<file path="src/rtl/pagemap_pkg.sv">
package pagemap_pkg;

    typedef enum logic [1:0] {
        CMD_WR_IDX = 2'd0,
        CMD_WR_RND = 2'd1,
        CMD_PROBE  = 2'd2,
        CMD_RD_IDX = 2'd3
    } cmd_e;

    typedef enum logic [2:0] {
        RA_SLOT  = 3'd0,
        RA_RAND  = 3'd1,
        RA_EVEN  = 3'd2,
        RA_ODD   = 3'd3,
        RA_MASK  = 3'd4,
        RA_TAG   = 3'd5,
        RA_CONF  = 3'd6,
        RA_NONE  = 3'd7
    } raddr_e;

    localparam logic [31:0] TAG_KEEP  = 32'hFFFF_E0FF;
    localparam logic [31:0] MASK_KEEP = 32'h01FF_E000;
    localparam logic [31:0] DESC_KEEP = 32'h03FF_FFFF;

    typedef struct packed {
        logic [19:0] frame;
        logic [2:0]  cattr;
        logic        dirty;
        logic        valid;
    } page_t;

    typedef struct packed {
        logic [18:0] vtag;
        logic [7:0]  asid;
        logic [11:0] pmask;
        logic        glob;
        page_t       even;
        page_t       odd;
    } slot_t;

    function automatic page_t desc_to_page(input logic [31:0] d);
        page_t p;
        p.frame = d[25:6];
        p.cattr = d[5:3];
        p.dirty = d[2];
        p.valid = d[1];
        return p;
    endfunction

    function automatic logic [31:0] page_to_desc(input page_t p, input logic g);
        return {6'b0, p.frame, p.cattr, p.dirty, p.valid, g};
    endfunction

    function automatic logic [31:0] cmp_mask(input logic [11:0] pm);
        return {7'b0, pm, 13'h1FFF};
    endfunction

endpackage

</file>
<file path="src/rtl/pm_match.sv">
module pm_match
    import pagemap_pkg::*;
#(
    parameter int N  = 16,
    localparam int IW = $clog2(N)
) (
    input  slot_t [N-1:0] slots,
    input  logic [31:0]   key_va,
    input  logic [7:0]    key_asid,
    output logic          any_hit,
    output logic [IW-1:0] first_idx
);
    logic [N-1:0] hits;

    for (genvar i = 0; i < N; i++) begin : g_cmp
        logic [31:0] m;
        logic        tag_ok;
        logic        id_ok;
        assign m      = cmp_mask(slots[i].pmask);
        assign tag_ok = ((key_va ^ {slots[i].vtag, 13'b0}) & ~m) == 32'b0;
        assign id_ok  = slots[i].glob || (slots[i].asid == key_asid);
        assign hits[i] = tag_ok && id_ok;
    end

    always_comb begin
        first_idx = '0;
        for (int i = N - 1; i >= 0; i--) begin
            if (hits[i]) first_idx = IW'(i);
        end
    end

    assign any_hit = |hits;
endmodule

</file>
<file path="src/rtl/pm_store.sv">
module pm_store
    import pagemap_pkg::*;
#(
    parameter int N  = 16,
    localparam int IW = $clog2(N)
) (
    input  logic          clk,
    input  logic          rst,
    input  logic          we,
    input  logic [IW-1:0] widx,
    input  slot_t         wdata,
    output slot_t [N-1:0] slots
);
    for (genvar i = 0; i < N; i++) begin : g_slot
        always_ff @(posedge clk) begin
            if (rst) begin
                slots[i] <= '0;
            end else if (we && widx == IW'(i)) begin
                slots[i] <= wdata;
            end
        end
    end
endmodule

</file>
<file path="src/rtl/pm_regs.sv">
module pm_regs
    import pagemap_pkg::*;
#(
    parameter int N  = 16,
    localparam int IW = $clog2(N)
) (
    input  logic          clk,
    input  logic          rst,
    input  logic          reg_wr,
    input  logic [2:0]    reg_addr,
    input  logic [31:0]   reg_wdata,
    output logic [31:0]   reg_rdata,
    input  logic          cmd_valid,
    input  logic [1:0]    cmd_op,
    input  logic          probe_any,
    input  logic [IW-1:0] probe_idx,
    input  slot_t         rd_slot,
    output logic [5:0]    slot_field,
    output logic          slot_fail,
    output logic [IW-1:0] rnd,
    output logic [31:0]   tag_r,
    output logic [31:0]   mask_r,
    output logic [31:0]   even_r,
    output logic [31:0]   odd_r
);
    localparam logic [IW-1:0] TOP = IW'(N - 1);

    always_ff @(posedge clk) begin
        if (rst) begin
            rnd        <= TOP;
            slot_field <= '0;
            slot_fail  <= 1'b0;
            tag_r      <= '0;
            mask_r     <= '0;
            even_r     <= '0;
            odd_r      <= '0;
        end else begin
            rnd <= (rnd == '0) ? TOP : rnd - 1'b1;
            if (reg_wr) begin
                case (raddr_e'(reg_addr))
                    RA_SLOT: begin
                        slot_field <= reg_wdata[5:0];
                        slot_fail  <= 1'b0;
                    end
                    RA_EVEN: even_r <= reg_wdata & DESC_KEEP;
                    RA_ODD:  odd_r  <= reg_wdata & DESC_KEEP;
                    RA_MASK: mask_r <= reg_wdata & MASK_KEEP;
                    RA_TAG:  tag_r  <= reg_wdata & TAG_KEEP;
                    default: ;
                endcase
            end
            if (cmd_valid) begin
                case (cmd_e'(cmd_op))
                    CMD_PROBE: begin
                        slot_fail <= !probe_any;
                        if (probe_any) slot_field <= 6'(probe_idx);
                    end
                    CMD_RD_IDX: begin
                        tag_r  <= {rd_slot.vtag, 5'b0, rd_slot.asid};
                        mask_r <= {7'b0, rd_slot.pmask, 13'b0};
                        even_r <= page_to_desc(rd_slot.even, rd_slot.glob);
                        odd_r  <= page_to_desc(rd_slot.odd, rd_slot.glob);
                    end
                    default: ;
                endcase
            end
        end
    end

    always_comb begin
        case (raddr_e'(reg_addr))
            RA_SLOT: reg_rdata = {slot_fail, 25'b0, slot_field};
            RA_RAND: reg_rdata = 32'(rnd);
            RA_EVEN: reg_rdata = even_r;
            RA_ODD:  reg_rdata = odd_r;
            RA_MASK: reg_rdata = mask_r;
            RA_TAG:  reg_rdata = tag_r;
            RA_CONF: reg_rdata = {26'b0, 6'(N - 1)};
            default: reg_rdata = '0;
        endcase
    end
endmodule

</file>
<file path="src/rtl/pagemap_tlb.sv">
module pagemap_tlb
    import pagemap_pkg::*;
#(
    parameter int N = 16
) (
    input  logic        clk,
    input  logic        rst,
    input  logic        reg_wr,
    input  logic [2:0]  reg_addr,
    input  logic [31:0] reg_wdata,
    output logic [31:0] reg_rdata,
    input  logic        cmd_valid,
    input  logic [1:0]  cmd_op,
    input  logic [31:0] lk_va,
    output logic        lk_hit,
    output logic [31:0] lk_pa,
    output logic        lk_valid,
    output logic        lk_dirty
);
    localparam int IW = $clog2(N);

    logic [5:0]    slot_field;
    logic          slot_fail;
    logic [IW-1:0] rnd_q;
    logic [31:0]   tag_r, mask_r, even_r, odd_r;
    slot_t [N-1:0] slots;
    slot_t         staged;
    slot_t         rd_slot;
    logic [IW-1:0] sel_idx;
    logic          probe_any;
    logic [IW-1:0] probe_idx;
    logic          look_any;
    logic [IW-1:0] look_idx;
    logic          we;
    logic [IW-1:0] widx;

    assign sel_idx = IW'(int'(slot_field) % N);

    pm_regs #(.N(N)) u_regs (
        .clk(clk), .rst(rst),
        .reg_wr(reg_wr), .reg_addr(reg_addr), .reg_wdata(reg_wdata), .reg_rdata(reg_rdata),
        .cmd_valid(cmd_valid), .cmd_op(cmd_op),
        .probe_any(probe_any), .probe_idx(probe_idx), .rd_slot(rd_slot),
        .slot_field(slot_field), .slot_fail(slot_fail), .rnd(rnd_q),
        .tag_r(tag_r), .mask_r(mask_r), .even_r(even_r), .odd_r(odd_r)
    );

    always_comb begin
        staged.vtag  = tag_r[31:13];
        staged.asid  = tag_r[7:0];
        staged.pmask = mask_r[24:13];
        staged.glob  = even_r[0] & odd_r[0];
        staged.even  = desc_to_page(even_r);
        staged.odd   = desc_to_page(odd_r);
    end

    assign we   = cmd_valid && (cmd_op == CMD_WR_IDX || cmd_op == CMD_WR_RND);
    assign widx = (cmd_op == CMD_WR_RND) ? rnd_q : sel_idx;

    pm_store #(.N(N)) u_store (
        .clk(clk), .rst(rst), .we(we), .widx(widx), .wdata(staged), .slots(slots)
    );

    assign rd_slot = slots[sel_idx];

    pm_match #(.N(N)) u_probe (
        .slots(slots), .key_va(tag_r), .key_asid(tag_r[7:0]),
        .any_hit(probe_any), .first_idx(probe_idx)
    );

    pm_match #(.N(N)) u_look (
        .slots(slots), .key_va(lk_va), .key_asid(tag_r[7:0]),
        .any_hit(look_any), .first_idx(look_idx)
    );

    slot_t       hit_slot;
    logic [31:0] off_mask;
    logic        odd_sel;
    page_t       pg;

    always_comb begin
        hit_slot = slots[look_idx];
        off_mask = cmp_mask(hit_slot.pmask) >> 1;
        odd_sel  = |(lk_va & (off_mask + 32'd1));
        pg       = odd_sel ? hit_slot.odd : hit_slot.even;
        lk_hit   = look_any;
        lk_pa    = '0;
        lk_valid = 1'b0;
        lk_dirty = 1'b0;
        if (look_any) begin
            lk_pa    = ({pg.frame, 12'b0} & ~off_mask) | (lk_va & off_mask);
            lk_valid = pg.valid;
            lk_dirty = pg.dirty;
        end
    end
endmodule

</file>
<file path="config.mk">
export PLATFORM = sky130hd
export DESIGN_NAME = pagemap_tlb
export DESIGN_NICKNAME = d
export VERILOG_FILES = /design/src/rtl/pagemap_pkg.sv /design/src/rtl/pm_match.sv /design/src/rtl/pm_store.sv /design/src/rtl/pm_regs.sv /design/src/rtl/pagemap_tlb.sv
export SDC_FILE = /design/constraint.sdc
export NUM_CORES = 2
export LEC_CHECK = 0
export BUFFER_PORTS_ARGS = -buffer_cell sky130_fd_sc_hd__buf_4
export CAP_MARGIN = 20
export CELL_PAD_IN_SITES_DETAIL_PLACEMENT = 0
export CELL_PAD_IN_SITES_GLOBAL_PLACEMENT = 2
export CORE_MARGIN = 1
export CORE_UTILIZATION = 40
export CTS_BUF_LIST = sky130_fd_sc_hd__clkbuf_8
export DETAILED_ROUTE_END_ITERATION = 10
export GPL_ROUTABILITY_DRIVEN = 1
export GPL_TIMING_DRIVEN = 0
export PLACE_DENSITY = 0.88
export SLEW_MARGIN = 25
export SYNTH_ARGS = -nofsm -noshare
export SYNTH_HDL_FRONTEND = slang
export SYNTH_SLANG_ARGS = --single-unit
</file>
<file path="constraint.sdc">
create_clock -name clk -period 7.84 [get_ports clk]
set_input_delay 0.784 -clock clk [delete_from_list [all_inputs] [get_ports clk]]
set_output_delay 0.784 -clock clk [all_outputs]
set_load 0.05 [all_outputs]
</file>
==> key figures <==
STA
  • Period minus WS final: 8.09 ns
  • Final Hold Fails: 0
  • Crit share post-route: 1.03
  • Normalized max-slew margin: 0.0693
  • Pins over their slew limit: 0
  • Setup ws final: -0.246 ns
  • Peak Freq: 0.124 GHz
  • Tightest Pin Transition: 1.40 ns
  • Skew final: 0.0917 ns
  • RSZ-0062 raised after global routing: true
  • WHS: 0.0545 ns
  • Final setup vio count: 22

GRT
  • Vias in the first global route: roughly 80000
  • First-pass GRT wire length: 734000 um
  • GRT Util Overall: 0.518
  • Largest net degree at the start of global routing: 20
  • Overflow after GRT: 0
  • Initial antenna violation count: 67

Placed design
  • Placed Instance Area: a little over 90000 um2
  • Port Buf Inserts: 118
  • Setup WS pre-CTS: -2.40 ns
  • Gp weighted congestion: 1.10
  • DP HPWL: 445000 um

Routing
  • 1st-iter DRT viols: 15453
  • Total length of routed wires: 568000 um
  • First-pass iteration count of the detailed router: 10
  • Via count: between 80000 and 90000
  • DRC errors left: 0
  • Drt wl/cell: 42.1 um
  • Final antenna-violating net count: 0
  • Vias per cell: 6.65

Cells and area
  • Synth-to-layout area growth: 18.8%
  • Post-layout nets: 10457
  • Commonest cells after routing, fill and taps aside: 2978 x nand2_1, 1485 x dfxtp_1, 1477 x a21oi_1, 673 x clkbuf_1, 627 x mux4_2
  • Final Cell Area: 100000 um2
  • Ratio of cells with drive above 1 in the final layout: 0.186
  • Commonest non-fill, non-tap cell in the layout: nand2_1

Pwr
  • Clock Power Share: 0.444
  • Peak supply drop: 192 uV
  • P_sw: 6310 uW
  • Comb pwr share: 0.149
  • Pwr Density: 199 nW/um2
  • Pleak: 0.0329 uW
  • Seq pwr share: 0.407
  • Power Internal: 13700 uW
  • Switching part of the total: 0.316

Setup path
  • Worst Path Arrival: 7.30 ns
  • R2R depth: 11
  • Critical Path Fanout Max: 10
  • Reg2reg setup slack: 2.39 ns
  • Startpoint Class: flop
  • Worst r2r dst: u_regs.slot_field[2]$_SDFF_PP0_
  • Reg-to-Reg Start: u_regs.tag_r[16]$_SDFF_PP0_
  • Setup CP Type: flop to output pin
  • Worst path required time: 7.06 ns
  • Setup crit end kind: output pin

Floorplanning
  • CORE AREA: 210000 um2
  • Rows: ~170
  • Io pins: 140
  • Starting density of the core: 0.403
  • Die Ht: 462 um
  • Die width: between 400 and 500 um
  • DIE AREA: 213000 um2

Clock network
  • Hold_buf cts: 0
  • Worst-skew pair later-pin latency: 1.11 ns
  • Clk pin slew, worst setup/hold paths: approximately 0.06 ns
  • Clk buf depth: 4
  • Root buffer cell: clkbuf_8
  • TritonCTS clock tree: built
  • CTS buffer count: 313
  • Htree depth: 5
  • # clock sinks: around 1600

Logic synthesis
  • Cell variety after synth: 71
  • Yosys top cell by area: dfxtp_1
  • Async SR Flop Fraction: 0
  • Top-area cell type share of the netlist area: 0.374
  • Syn Nets: 9869
  • Yosys reg bits: between 1500 and 2000
  • Synth Flop Type: dfxtp_1
  • Post-Syn Instances: 9794
  • Avg Synthesized Cell Area: 8.63 um2
  • Top cells by area, synth: dfxtp_1 37%, mux4_2 17%, nand2_1 13%
  • Post-synth EDFFs: 0
  • Register area share after synthesis: 0.374
  • Mapped cell area: 84500 um2
  • Ys Warns: 0

Outcome
  • Status: complete, but fails checks
  • Failing checks: setup timing

Worst hold path
  • Hold Crit Depth: 3
  • Hold WC Path Type: primary input to flop
  • Hold EP: u_regs.tag_r[31]$_SDFF_PP0_
  • Hold Startpoint: reg_wdata[31]

Flow run
  • Max_cap viols: 0
worst max-delay path, cell delays in order (launching register included):
cell and delay [ns]:
dfxtp_1 0.90, o22ai_1 0.14, nor2_1 0.41, and4_4 0.34
o211ai_1 0.15, o311ai_4 0.23, a21o_1 0.21, buf_6 0.14
buf_6 0.20, buf_6 0.31, clkbuf_1 0.52, buf_2 0.34
buf_12 0.24, clkbuf_4 0.46, mux2i_1 0.30, mux2i_2 0.60
mux2i_4 0.18, a21oi_2 0.29, buf_6 0.20
power by group through the flow:
stage	Combinational (uW)	Clock [uW]	Sequential, uW
after floorplan	1290	0	8280
after global placement	2550	0	8300
after detailed placement	2690	0	8300
after CTS	2740	8780	8130
after global routing	2910	9120	8130
final	2980	8870	8130
cells in the mapped netlist (all sizes together), types with 2 or more instances:
library cell  count
a41o             16
o22ai           197
a21oi          1496
a211o            12
nand4            52
or2               6
a311oi           52
a211oi           73
mux2             13
a21boi            6
nor2            179
nand3            97
dfxtp          1579
a31o              2
nor3             18
o221ai            3
and3b             2
xor2            170
clkbuf          840
buf             155
and3             13
o21a              3
and2             47
nand2          2991
nor2b            49
nor4             86
nand2b           21
inv              16
a41oi             2
a22oi            65
ha                2
o31ai             2
a31oi             8
a21o              2
o21ai            26
a221oi            6
and4              8
mux4            627
a221o             3
o211ai            8
xnor2           574
mux2i           253
a22o              2
cells by family (layout without fill, tap and decap cells):
family,count (synthesis),count (layout),synth area share
flops,1579,1579,0.374
compound gates,1990,1990,0.132
fa+ha+maj,2,2,0.000296
mux,893,893,0.199
buf+inv,1011,1802,0.0485
simple gates,3575,3575,0.170
xor+xnor,744,744,0.0771
other cells,0,120,0
what timing repair did:
action,CTS,global route
pin swaps,29,43
setup buffers,30,31
setup endpoints to repair,22,22
cloned,1,1
gates resized for setup,315,148
layer usage:
layer | track usage | vias to the layer above | routed length [um]
li1 | - | 35266 | -
met2 | 0.681 | 7949 | 217000
met5 | 0.0353 | - | 1310
met1 | 0.636 | 44606 | 210000
met3 | 0.250 | 1961 | 86200
met4 | 0.408 | 37 | 54100
how the worst max path moves through the flow:
stage,slack (ns),cells after the start,from,endpoint
after floorplan,1.25,26,lk_va[26],lk_pa[19]
after global placement,-5.14,18,lk_va[22],lk_pa[29]
after detailed placement,-2.40,24,lk_va[14],lk_pa[29]
after CTS,0.005,23,u_store.slots[1044]$_SDFFE_PP0P_,lk_pa[21]
after global routing,-0.16,28,u_regs.tag_r[0]$_SDFF_PP0_,lk_pa[23]
final,-0.25,18,u_store.slots[782]$_SDFFE_PP0P_,lk_pa[22]
state kept, by name, summed over array words and instances, names as in the netlist:
signal,count
u_store.slots,1440
u_regs.even_r,32
u_regs.mask_r,32
u_regs.odd_r,32
u_regs.tag_r,32
u_regs.slot_field,6
u_regs.rnd,4
u_regs.slot_fail,1
area by class of cell:
type,count,area (um2)
fill,20486,109000
multi-input combinational,7204,50400
sequential,1579,31800
clock buffer,397,5460
buffer,992,4630
timing repair buffer,276,3520
tap,2805,3510
clock inverter,121,782
antenna,120,300
inverter,16,60.1
per-stage QoR:
stage | power [uW] | instances | util | setup TNS [ns]
after detailed placement | 11000 | 12812 | 0.435 | -46.28
after CTS | 19600 | 13359 | 0.472 | 0
after floorplan | 9570 | 9794 | - | 0
after global routing | 20200 | 13448 | 0.478 | -1.63
final | 20000 | 13510 | 0.479 | -3.43
after global placement | 10800 | 12717 | 0.424 | -205.67
Note: power is estimated with default switching activity, not from simulation.
